--- src/rtl/fts_pkg.sv ---
package fts_pkg;
  typedef enum logic [2:0] {
    ST_IDLE  = 3'd0,
    ST_CRST  = 3'd1,
    ST_INTEG = 3'd2,
    ST_SHIFT = 3'd3,
    ST_READ  = 3'd4
  } fts_state_e;

  localparam int unsigned PHASE_STEPS = 8;
endpackage

--- src/rtl/fts_timer.sv ---
module fts_timer #(
  parameter int TW = 32
) (
  input  logic          clk,
  input  logic          rst_n,
  input  logic          clr,
  output logic [TW-1:0] cnt
);
  logic [TW-1:0] cnt_d;

  always_comb begin
    cnt_d = clr ? '0 : cnt + 1'b1;
  end

  always_ff @(posedge clk or negedge rst_n) begin
    if (!rst_n) cnt <= '0;
    else        cnt <= cnt_d;
  end

  // the interval count advances by one every cycle a state is held
  p_tmr_run_r4: assert property (@(posedge clk) disable iff (!rst_n)
    !clr |=> cnt == $past(cnt) + 1'b1);
endmodule

--- src/rtl/fts_phase_gen.sv ---
module fts_phase_gen #(
  parameter int NW = 4
) (
  input  logic          clk,
  input  logic          rst_n,
  input  logic          en,
  input  logic [NW-1:0] n_div,
  output logic [3:0]    a_clk,
  output logic [3:0]    b_clk
);
  logic [NW-1:0] div_q, div_d;
  logic [2:0]    step_q, step_d;
  logic          step_wrap;

  always_comb begin
    step_wrap = (div_q == n_div - 1'b1);
    if (!en) begin
      div_d  = '0;
      step_d = '0;
    end else if (step_wrap) begin
      div_d  = '0;
      step_d = step_q + 3'd1;
    end else begin
      div_d  = div_q + 1'b1;
      step_d = step_q;
    end
  end

  always_ff @(posedge clk or negedge rst_n) begin
    if (!rst_n) begin
      div_q  <= '0;
      step_q <= '0;
    end else begin
      div_q  <= div_d;
      step_q <= step_d;
    end
  end

  for (genvar k = 0; k < 4; k++) begin : g_ph
    logic [2:0] rel;
    assign rel      = step_q - 3'(2 * k);
    assign a_clk[k] = (rel < 3'd5);
    assign b_clk[k] = (rel < 3'd5);
  end

  // the step moves forward by one once N pixel clocks have elapsed
  p_step_adv_r5: assert property (@(posedge clk) disable iff (!rst_n)
    (en && step_wrap) |=> (!en || step_q == $past(step_q) + 3'd1));
endmodule

--- src/rtl/fts_frame_seq.sv ---
module fts_frame_seq #(
  parameter int LINE_CLKS   = 1184,
  parameter int CR_CLKS     = 90,
  parameter int SHIFT_LINES = 1027,
  parameter int TOTAL_LINES = 1030,
  parameter int BLACK_LINES = 6,
  parameter int IW          = 12,
  parameter int NW          = 4,
  parameter int TW          = 32,
  localparam int LW         = $clog2(TOTAL_LINES)
) (
  input  logic          clk,
  input  logic          rst_n,
  input  logic          run,
  input  logic [IW-1:0] cfg_int_lines,
  input  logic [NW-1:0] cfg_div_n,
  input  logic          line_done,
  output logic [3:0]    a_clk,
  output logic [3:0]    b_clk,
  output logic          high_req,
  output logic          vd,
  output logic          cr_pulse,
  output logic          blc,
  output logic          line_req,
  output logic [LW-1:0] line_num
);
  import fts_pkg::*;

  localparam logic [LW-1:0] LAST_LINE = LW'(TOTAL_LINES - 1);
  localparam logic [LW-1:0] BLK_LO    = LW'(BLACK_LINES);
  localparam logic [LW-1:0] BLK_HI    = LW'(TOTAL_LINES - BLACK_LINES);
  localparam logic [TW-1:0] SHIFT_UNITS = TW'(SHIFT_LINES * PHASE_STEPS);

  fts_state_e    st_q, st_d;
  logic [IW-1:0] int_q, int_d;
  logic [NW-1:0] n_q, n_d, n_eff;
  logic [LW-1:0] line_q, line_d;
  logic          wait_q, wait_d;
  logic [TW-1:0] tmr;
  logic [TW-1:0] integ_end, shift_end;
  logic          frame_go;

  assign n_eff     = (n_q == '0) ? NW'(1) : n_q;
  assign integ_end = TW'(int_q) * TW'(LINE_CLKS) - 1'b1;
  assign shift_end = SHIFT_UNITS * TW'(n_eff) - 1'b1;

  always_comb begin
    st_d     = st_q;
    frame_go = 1'b0;
    line_d   = line_q;
    wait_d   = wait_q;
    case (st_q)
      ST_IDLE: begin
        if (run) begin
          frame_go = 1'b1;
          st_d     = (cfg_int_lines == '0) ? ST_SHIFT : ST_CRST;
        end
      end
      ST_CRST:  if (tmr == TW'(CR_CLKS - 1)) st_d = ST_INTEG;
      ST_INTEG: if (tmr == integ_end)        st_d = ST_SHIFT;
      ST_SHIFT: if (tmr == shift_end)        st_d = ST_READ;
      ST_READ: begin
        if (!wait_q) begin
          wait_d = 1'b1;
        end else if (line_done) begin
          wait_d = 1'b0;
          if (line_q == LAST_LINE) begin
            if (run) begin
              frame_go = 1'b1;
              st_d     = (cfg_int_lines == '0) ? ST_SHIFT : ST_CRST;
            end else begin
              st_d = ST_IDLE;
            end
          end else begin
            line_d = line_q + 1'b1;
          end
        end
      end
      default: st_d = ST_IDLE;
    endcase
    if (st_d != ST_READ) begin
      line_d = '0;
      wait_d = 1'b0;
    end
    int_d = frame_go ? cfg_int_lines : int_q;
    n_d   = frame_go ? cfg_div_n     : n_q;
  end

  always_ff @(posedge clk or negedge rst_n) begin
    if (!rst_n) begin
      st_q   <= ST_IDLE;
      int_q  <= '0;
      n_q    <= '0;
      line_q <= '0;
      wait_q <= 1'b0;
    end else begin
      st_q   <= st_d;
      int_q  <= int_d;
      n_q    <= n_d;
      line_q <= line_d;
      wait_q <= wait_d;
    end
  end

  fts_timer #(.TW(TW)) u_timer (
    .clk   (clk),
    .rst_n (rst_n),
    .clr   (st_d != st_q),
    .cnt   (tmr)
  );

  fts_phase_gen #(.NW(NW)) u_phase (
    .clk   (clk),
    .rst_n (rst_n),
    .en    (st_q == ST_SHIFT),
    .n_div (n_eff),
    .a_clk (a_clk),
    .b_clk (b_clk)
  );

  assign high_req = (st_q == ST_SHIFT);
  assign vd       = (st_q == ST_SHIFT) && (tmr < TW'(LINE_CLKS));
  assign cr_pulse = (st_q == ST_CRST);
  assign line_req = (st_q == ST_READ) && !wait_q;
  assign line_num = line_q;
  assign blc      = (st_q == ST_READ) && ((line_q < BLK_LO) || (line_q >= BLK_HI));

  // the shutter never overlaps transport or readout activity
  p_cr_alone_r2: assert property (@(posedge clk) disable iff (!rst_n)
    cr_pulse |-> (!high_req && !line_req && !blc));
  // the frame pulse only appears inside the shift burst
  p_vd_in_shift_r6: assert property (@(posedge clk) disable iff (!rst_n)
    vd |-> high_req);
  // outside the burst the phase generator rests on the hold pattern
  p_hold_r5: assert property (@(posedge clk) disable iff (!rst_n)
    !high_req |-> (a_clk == 4'b1101 && b_clk == 4'b1101));
  // a line request lasts one cycle
  p_req_pulse_r7: assert property (@(posedge clk) disable iff (!rst_n)
    line_req |=> !line_req);
  // the line index moves only on a done
  p_line_hold_r7: assert property (@(posedge clk) disable iff (!rst_n)
    !line_done |=> $stable(line_num));
  // the clamp window stays out of the transport burst
  p_blc_r8: assert property (@(posedge clk) disable iff (!rst_n)
    blc |-> !high_req);
endmodule

--- config.mk ---
export PLATFORM = sky130hd
export DESIGN_NAME = fts_frame_seq
export DESIGN_NICKNAME = d
export VERILOG_FILES = /design/src/rtl/fts_pkg.sv /design/src/rtl/fts_timer.sv /design/src/rtl/fts_phase_gen.sv /design/src/rtl/fts_frame_seq.sv
export SDC_FILE = /design/constraint.sdc
export NUM_CORES = 1
export LEC_CHECK = 0
export BUFFER_PORTS_ARGS = -buffer_cell sky130_fd_sc_hd__buf_4
export CORE_ASPECT_RATIO = 0.6
export CORE_MARGIN = 2
export CORE_UTILIZATION = 65
export DETAILED_ROUTE_END_ITERATION = 8
export GPL_ROUTABILITY_DRIVEN = 0
export PLACE_DENSITY_LB_ADDON = 0.25
export SYNTH_ARGS = -nofsm -noshare
export SYNTH_HDL_FRONTEND = slang
export SYNTH_HIERARCHICAL = 1
export SYNTH_SLANG_ARGS = --single-unit
--- constraint.sdc ---
create_clock -name clk -period 12 [get_ports clk]
set_clock_uncertainty 0.15 [all_clocks]
set_input_delay 2.4 -clock clk [delete_from_list [all_inputs] [get_ports clk]]
set_output_delay 2.4 -clock clk [all_outputs]
set_load 0.01 [all_outputs]
==> results of run 1 <==
==> synth_stat cells (all sizes together), types with 3 or more instances <==
master | instances | area, um^2
and3 | 7 | 43.8
dfrtp | 70 | 1750
xor2 | 36 | 315
a311oi | 3 | 26.3
mux2i | 7 | 70.1
nor4 | 14 | 87.6
a21boi | 3 | 22.5
o31ai | 12 | 90.1
a31oi | 5 | 31.3
nor3b | 6 | 45.0
o211ai | 3 | 22.5
xnor2 | 38 | 367
nor3 | 15 | 80.1
nor2 | 60 | 228
nor4b | 3 | 26.3
nand3 | 32 | 178
nand3b | 3 | 22.5
nand4 | 21 | 138
mux2 | 18 | 203
fa | 8 | 160
a21oi | 40 | 204
o21a | 6 | 46.3
or4b | 3 | 30.0
clkbuf | 10 | 38.8
nand2b | 4 | 25.0
or4 | 14 | 114
inv | 55 | 206
nand2 | 44 | 168
o21ai | 26 | 130
a211oi | 3 | 22.5
a21o | 6 | 45.0
and2 | 6 | 38.8
or2 | 3 | 18.8
nor2b | 3 | 18.8
buf | 8 | 56.3
or3 | 17 | 106
ha | 56 | 701
and4 | 6 | 53.8
==> worst max-delay path: stages, from the launching register on <==
cell and delay, ns:
dfrtp_1 0.44, ha_1 0.31, ha_1 0.27, inv_1 0.05, fa_1 0.52, inv_1 0.04
ha_1 0.35, and3_1 0.21, or3_1 0.40, nand2_1 0.12, nand4_1 0.32, or4_4 0.68
xnor2_1 0.16, or3_1 0.38, a2111oi_2 0.36, o2111ai_1 0.20, nand3_1 1.03, nor2_1 0.16
==> area by class of cell <==
type,count,area (um^2),area share
clock buffers,9,225,0.0327
clock inverters,7,73.8,0.0107
inverters,55,206,0.0299
multi-input cells,559,4150,0.602
flip-flops and latches,70,1750,0.254
well taps,130,163,0.0236
repair buffers,43,323,0.0468
==> cell families (layout without fill, tap and decap cells) <==
family,count (synthesis),in the layout
simple gates,267,267
xor+xnor,75,75
fa+ha+maj,64,64
flops,70,70
buf+inv,73,114
compound gates,128,128
mux,25,25
==> worst paths after layout <==
| check | from | cells after the start | endpoint |
|---|---|---|---|
| worst min-delay path | u_phase/div_q[0] | 1 | u_phase/div_q[0] |
| worst max-delay path | int_q[4] | 17 | u_timer/cnt[3] |
| min in group asynchronous | rst_n | 1 | u_timer/cnt[16] |
| max in group asynchronous | rst_n | 1 | int_q[10] |
| worst min register to register | u_phase/div_q[0] | 1 | u_phase/div_q[0] |
| worst max register to register | int_q[4] | 17 | u_timer/cnt[3] |
==> metrics by stage <==
| stage | util | worst slack [ns] | std cells |
|---|---|---|---|
| after floorplan | - | 6.85 | 702 |
| after global placement | 0.715 | 6.15 | 857 |
| after detailed placement | 0.715 | 5.88 | 857 |
| after CTS | 0.748 | 5.79 | 873 |
| after global routing | 0.748 | 5.33 | 873 |
| final | 0.748 | 5.65 | 873 |
==> per-layer routing <==
layer  track usage  vias up  share of wire  wire length (um)
met1         0.463     2714           0.48              7420
li1              -     2620              -                 -
met5             0        -              0                 0
met4        0.0624        0          0.010               159
met2         0.464      229           0.43              6670
met3        0.0677       29          0.086              1340
==> sequential cells by signal (all words and copies together), names as in the netlist <==
signal / cells
u_timer/cnt: 32
int_q: 12
line_num: 11
n_q: 4
u_phase/div_q: 4
st_q: 3
u_phase/step_q: 3
wait_q: 1
==> out/results.txt, run 1 <==
Fillers: 666
Post-synthesis sequential area ratio: 0.282
Crit path time final: 6.35 ns
Final Hold Fails: 0
Ratio of cells with drive above 1 in the final layout: 0.139
Largest family of logic cells by synthesized area: simple AND/OR/NAND/NOR gates
Clk Latency, worst-skew pair: 0.34 ns
CTS Buf Count: 9
Grt ovf: 0
H-tree levels: 3
Hpwl dp: 11500 um
Post-route cell area: 0.00690 mm^2
First-pass GRT wire length: 25300 um
Xor and xnor area share after synthesis: 0.114
Mapped Area: 0.00621 mm^2
Hold_ws: 0.359 ns
Post-synthesis mux area share: 0.0440
RSZ-0062 raised after global routing: false
CTS tree: yes
Routed wire length: 15600 um
Final setup fails: 0
Max-slew headroom: 0.104
Die Wd: 130 um
Fraction of registers with async set/reset: 1.00
Placed cell area: 0.00660 mm^2
Largest net degree at the start of global routing: 71
PortBufs: 43
Post-synthesis compound-gate area fraction: 0.135
WP data required: 12.00 ns
CTS hold repair buffers: 0
Drt first pass iters: 6
Area delta synth->final: 11.1%
CP Class: reg2reg
Wire per inst: 17.9 um
Post-synth EDFFs: 0
Die footprint: 0.0104 mm^2
Post-synth top flop: dfrtp_1
Commonest non-fill, non-tap cells in the layout: dfrtp_1, nor2_1, ha_1, inv_1
Synth Area per Inst: 8.84 um^2
Final Max Tran Viols: 0
Clock Sinks: 70
Drt drc: 0
Number of post-CTS setup repair buffers: 0
Initial antenna violation count: 0
Cells after synthesis: 702
Vias: 5592
Starting Density: 0.673
Post-route ant nets: 0
Gr usage total: 0.310
DR vias/cell: 6.41
Num rows: 27
Crit path launch type: flip-flop
Reported max-cap violation count: 0
Critical-path maximum fanout: 32
Number of global-route vias before repair: 5117
Syn nets: 786
Die Y: 79.7 um
Outcome: finished, final reports clean
DRT iter0 DRCs: 510
FMAX: 0.158 GHz
Max Root-Sink Buffers: 2
Worst hold path class: reg2reg
# IOs: 44
ANT cells: 0
Simple-gate share of the synthesized area: 0.238
Final worst path period share: 0.529
Ys Warns: 6
Adder-cell share of the synthesized area: 0.139
Core area: 0.00922 mm^2
Worst-path clk slew: 0.06 ns
Setup TNS Final: 0 ns
Root buffer cell: clkbuf_16
Yosys reg bits: 70
Register-to-register setup slack: 5.65 ns
Crit. End Element: flip-flop
Post-cts sizing count: 0
Commonest non-fill, non-tap cell in the layout: dfrtp_1
Worst Tran Pin Value: 1.34 ns
Unique masters post-synth: 79
Data arrival, critical path: 6.35 ns
Final nets: 822
Power of run 1 is not shown: default switching activity piles up to over one toggle a cycle in this logic, so the estimate is an artifact.
==> run 2, diff against run 1 <==
--- a/config.mk
+++ b/config.mk
@@ -5,10 +5,11 @@
 export SDC_FILE = /design/constraint.sdc
 export NUM_CORES = 1
 export LEC_CHECK = 0
+export ABC_AREA = 1
 export BUFFER_PORTS_ARGS = -buffer_cell sky130_fd_sc_hd__buf_4
 export CORE_ASPECT_RATIO = 0.6
 export CORE_MARGIN = 2
-export CORE_UTILIZATION = 65
+export CORE_UTILIZATION = 63
 export DETAILED_ROUTE_END_ITERATION = 8
 export GPL_ROUTABILITY_DRIVEN = 0
 export PLACE_DENSITY_LB_ADDON = 0.25
==> constraint.sdc (replaced) <==
create_clock -name clk -period 5.95 [get_ports clk]
set_clock_uncertainty 0.15 [all_clocks]
set_input_delay 1.19 -clock clk [delete_from_list [all_inputs] [get_ports clk]]
set_output_delay 1.19 -clock clk [all_outputs]
set_load 0.01 [all_outputs]
==> out/results.txt, run 2 <==
Synth area leaders: dfrtp_1, nand2_1, ha_1, inv_1, nor2_1
Crit path time final: 5.26 ns
Die Wd: 141 um
Most common cell in the netlist: nand2_1
Crit. End Element: flip-flop
Max-slew headroom: 0.316
Num rows: 30
Commonest non-fill, non-tap cell in the layout: nand2_1
Cell mode on critical path: nand2_1
Commonest non-fill, non-tap cells in the layout: nand2_1, inv_1, nor2_1, nand3_1, dfrtp_1
CTS tree: yes
Register share of total power: 0.429
RSZ-0062 raised after global routing: false
DRT iter0 DRCs: 776
ANT cells: 0
DR vias/cell: 5.44
PwrDens: 141 mW/mm^2
Yosys reg bits: 70
# IOs: 44
Hpwl dp: 14300 um
Grt ovf: 0
Die Y: 86.4 um
Crit path largest cell delay: 0.61 ns
FF-to-FF Start: int_q[4]
Mapped Area: 0.00712 mm^2
CP Launch Point: int_q[4]
Final Max Tran Viols: 0
Syn nets: 1195
Kind of cell adding the most delay to the critical path: simple AND/OR/NAND/NOR gates
Critical-path maximum fanout: 20
Number of global-route vias before repair: 6452
Post-synthesis sequential area ratio: 0.246
Wire per inst: 14.0 um
Worst path slowest cell: inv_1
Die footprint: 0.0122 mm^2
CP Buf/Inv Count: 5
Commonest cells in the netlist: nand2_1, inv_1, nor2_1
Comb pwr share: 0.020
CTS Buf Count: 9
Fillers: 952
Final setup fails: 0
Worst-path clk slew: 0.06 ns
CP Class: reg2reg
Post-route ant nets: 0
Clk Latency, worst-skew pair: 0.34 ns
Starting Density: 0.639
Routed wire length: 18300 um
VDD IR max: 169 uV
Ys Warns: 6
First-pass GRT wire length: 30800 um
Ratio of cells with drive above 1 in the final layout: 0.116
Max Root-Sink Buffers: 2
Clock Sinks: 70
Crit path launch type: flip-flop
CTS hold repair buffers: 0
Area leader, netlist: dfrtp_1
Drt drc: 0
Data arrival, critical path: 5.37 ns
Cells after synthesis: 1111
Final worst path period share: 0.884
Int Power: 866 uW
Psw: 243 uW
Synth Area per Inst: 6.41 um^2
Gr usage total: 0.315
Vias: 7085
Core area: 0.0111 mm^2
Final Hold Fails: 0
WP data required: 6.06 ns
Largest net degree at the start of global routing: 71
Number of post-CTS setup repair buffers: 0
LEAKAGE: 4.15 nW
Largest Register: u_timer/cnt
Synth top area share: 0.246
Worst hold path class: reg2reg
Unique masters post-synth: 45
Post-synth EDFFs: 0
Final Util: 0.707
FMAX: 0.190 GHz
Reported max-cap violation count: 0
Drt first pass iters: 6
Hold path startpoint: u_timer/cnt[0]
Fraction of registers with async set/reset: 1.00
Post-synth top flop: dfrtp_1
Clock network fraction of design power: 0.551
Root buffer cell: clkbuf_16
Area delta synth->final: 10.8%
Switching fraction of total power: 0.219
PortBufs: 43
Initial antenna violation count: 0
H-tree levels: 3
Setup TNS Final: 0 ns
Worst Tran Pin Value: 1.02 ns
Post-cts sizing count: 0
Final nets: 1238
Max reg flops: 32
Outcome: finished, final reports clean
==> run 2: changes by cell type in the layout (fill, tap and decap cells not counted), sizes merged, moves of 7 or more <==
cell,change
nor2,+106
or3,-17
mux2i,-7
mux2,-13
xnor2,-24
nand2,+313
xor2,-24
and3,-7
inv,+120
or4,-14
o31ai,-12
nand3,+67
==> run 2: metrics by stage <==
stage,total power [mW],instance area (um^2),cells,hold WS [ns],setup WS (ns)
6_report,1.11,7890,1303,0.358,0.689
5_1_grt,1.14,7890,1303,0.391,0.0476
4_1_cts,1.11,7890,1303,0.355,0.723
3_5_place_dp,0.508,7550,1287,0.347,0.743
3_3_place_gp,0.508,7550,1287,0.346,0.818
2_1_floorplan,0.486,7120,1111,0.314,1.81
==> run 2: layer usage <==
layer | wire, um | vias to the layer above | track usage
met1 | 9160 | 3190 | 0.491
met4 | 111 | 0 | 0.0527
li1 | - | 3586 | -
met2 | 7370 | 296 | 0.462
met5 | 0 | - | 0
met3 | 1670 | 13 | 0.0547
==> run 2: path summary, 6_finish.rpt <==
check	end	slack [ns]	cells past startpoint
setup / recovery	u_timer/cnt[8]	0.69	29
hold / removal	u_timer/cnt[0]	0.36	1
setup reg to reg	u_timer/cnt[8]	0.69	29
hold reg to reg	u_timer/cnt[0]	0.36	1
max in group asynchronous	u_timer/cnt[19]	4.23	1
min in group asynchronous	line_num[3]	0.83	1
==> run 2: cell type report <==
| cell class | instances | area (um^2) | area share |
|---|---|---|---|
| timing repair buffer | 45 | 338 | 0.0428 |
| sequential | 70 | 1750 | 0.222 |
| clock inverter | 6 | 92.6 | 0.0117 |
| clock buffer | 10 | 239 | 0.0303 |
| inverter | 177 | 668 | 0.0847 |
| tap | 144 | 180 | 0.0228 |
| multi-input combinational | 851 | 4620 | 0.585 |
==> run 2: cells by family (layout without fill, tap and decap cells) <==
kind of cell | after synthesis | count (layout) | share of synthesized area
compound gates | 75 | 75 | 0.0590
xor+xnor | 26 | 26 | 0.0320
fa+ha+maj | 64 | 64 | 0.121
buf+inv | 190 | 238 | 0.106
flops | 70 | 70 | 0.246
mux | 5 | 5 | 0.00791
simple gates | 681 | 681 | 0.429
==> run 2: power groups by stage <==
stage          logic, mW  clock network (mW)  registers (mW)
3_3_place_gp      0.0231                   0           0.485
3_5_place_dp      0.0231                   0           0.485
6_report          0.0223               0.611           0.476
5_1_grt           0.0254               0.637           0.476
2_1_floorplan    0.00118                   0           0.485
4_1_cts           0.0230               0.613           0.476
No activity file was read; power rests on OpenSTA's default activity.
==> run 3, diff against run 2 <==
--- a/config.mk
+++ b/config.mk
@@ -6,11 +6,11 @@
 export NUM_CORES = 1
 export LEC_CHECK = 0
 export ABC_AREA = 1
-export BUFFER_PORTS_ARGS = -buffer_cell sky130_fd_sc_hd__buf_4
 export CORE_ASPECT_RATIO = 0.6
 export CORE_MARGIN = 2
-export CORE_UTILIZATION = 63
+export CORE_UTILIZATION = 65
 export DETAILED_ROUTE_END_ITERATION = 8
+export DONT_BUFFER_PORTS = 1
 export GPL_ROUTABILITY_DRIVEN = 0
 export PLACE_DENSITY_LB_ADDON = 0.25
 export SYNTH_ARGS = -nofsm -noshare
==> out/results.txt, run 3 (synthesized netlist as in run 2, its figures left out) <==
Max reg flops: 32
CTS Buf Count: 9
Critical-path maximum fanout: 20
Crit path launch type: flip-flop
Gr usage total: 0.332
Final nets: 1196
VDD IR max: 141 uV
CP Buf/Inv Count: 6
Clock Sinks: 70
Data arrival, critical path: 5.27 ns
Num rows: 29
RSZ-0062 raised after global routing: false
Largest net degree at the start of global routing: 71
Largest Register: u_timer/cnt
Post-route ant nets: 0
Die Wd: 139 um
WP data required: 6.06 ns
Number of global-route vias before repair: 6339
Number of post-CTS setup repair buffers: 0
DRT iter0 DRCs: 853
Max-slew headroom: 0.342
LEAKAGE: 3.91 nW
Wire per inst: 15.2 um
Non-Filler Instances: 1255
Core area: 0.0106 mm^2
Setup TNS Final: 0 ns
Final Util: 0.705
PwrDens: 129 mW/mm^2
Inst Count DP: 1240
Final setup fails: 0
Crit. End Element: flip-flop
FMAX: 0.194 GHz
Die Y: 85.1 um
Commonest non-fill, non-tap cell in the layout: nand2_1
# IOs: 44
Post-route cell area: 0.00749 mm^2
Worst path slowest cell: fa_1
CP Class: reg2reg
Crit path time final: 5.15 ns
Outcome: finished, final reports clean
ANT cells: 0
PortBufs: 0
Post-cts sizing count: 0
Kind of cell adding the most delay to the critical path: simple AND/OR/NAND/NOR gates
Starting Density: 0.670
Vias: 7124
Worst Tran Pin Value: 0.978 ns
Commonest non-fill, non-tap cells in the layout: nand2_1, inv_1, nor2_1, nand3_1, dfrtp_1
Routed wire length: 19100 um
Placed cell area: 0.00723 mm^2
Worst-path clk slew: 0.06 ns
Max Root-Sink Buffers: 2
Worst hold path class: reg2reg
Crit path largest cell delay: 0.55 ns
Clk Latency, worst-skew pair: 0.34 ns
Cell mode on critical path: nand2_1
Hold_ws: 0.356 ns
H-tree levels: 3
DR vias/cell: 5.68
Final worst path period share: 0.866
Final Hold Fails: 0
CTS hold repair buffers: 0
Initial antenna violation count: 0
Reported max-cap violation count: 0
Final Max Tran Viols: 0
Grt ovf: 0
First-pass GRT wire length: 30900 um
Area delta synth->final: 5.20%
Root buffer cell: clkbuf_16
Drt drc: 0
Ratio of cells with drive above 1 in the final layout: 0.0797
Die footprint: 0.0118 mm^2
Drt first pass iters: 6
Hpwl dp: 14700 um
CTS tree: yes
[run 3: cell type report]
class,count,area [um^2]
clock buffer,11,233
clock inverter,4,25.0
fill,908,3140
inverter,177,668
multi-input combinational,851,4620
sequential,70,1750
tap,139,174
timing repair buffer,3,22.5
[run 3: worst paths after layout]
| check | start | end | slack, ns | cells past startpoint |
|---|---|---|---|---|
| max in group asynchronous | rst_n | line_num[4] | 5.13 | 0 |
| hold / removal | u_timer/cnt[0] | u_timer/cnt[0] | 0.36 | 1 |
| setup / recovery | int_q[5] | u_timer/cnt[7] | 0.80 | 30 |
| min in group asynchronous | rst_n | int_q[4] | 0.39 | 0 |
| hold reg to reg | u_timer/cnt[0] | u_timer/cnt[0] | 0.36 | 1 |
| setup reg to reg | int_q[5] | u_timer/cnt[7] | 0.80 | 30 |
[run 3: stage by stage]
step           setup WS [ns]  total power [mW]
2_1_floorplan           1.81             0.486
3_3_place_gp            1.08             0.486
3_5_place_dp           0.959             0.486
4_1_cts                0.920             0.975
5_1_grt                0.396             0.995
6_report               0.796             0.966
[run 3: power by group]
| part | internal, mW | total [mW] | switching [mW] |
|---|---|---|---|
| Clock | 0.278 | 0.488 | 0.209 |
| Combinational | 0.000578 | 0.00154 | 0.000963 |
| Sequential | 0.476 | 0.476 | 0 |
[run 3: worst reg2reg max path, delay by kind of cell (launching register included)]
kind | cells | cell delay, ns
compound gates | 2 | 0.37
flops | 1 | 0.45
simple gates | 18 | 1.75
buf+inv | 6 | 0.86
fa+ha+maj | 4 | 1.51
[run 3: per-layer routing]
metal	track usage	vias up	part of all wire
li1	-	3505	-
met1	0.483	3182	0.46
met2	0.464	395	0.39
met3	0.125	42	0.14
met4	0.0845	0	0.018
met5	0	-	0
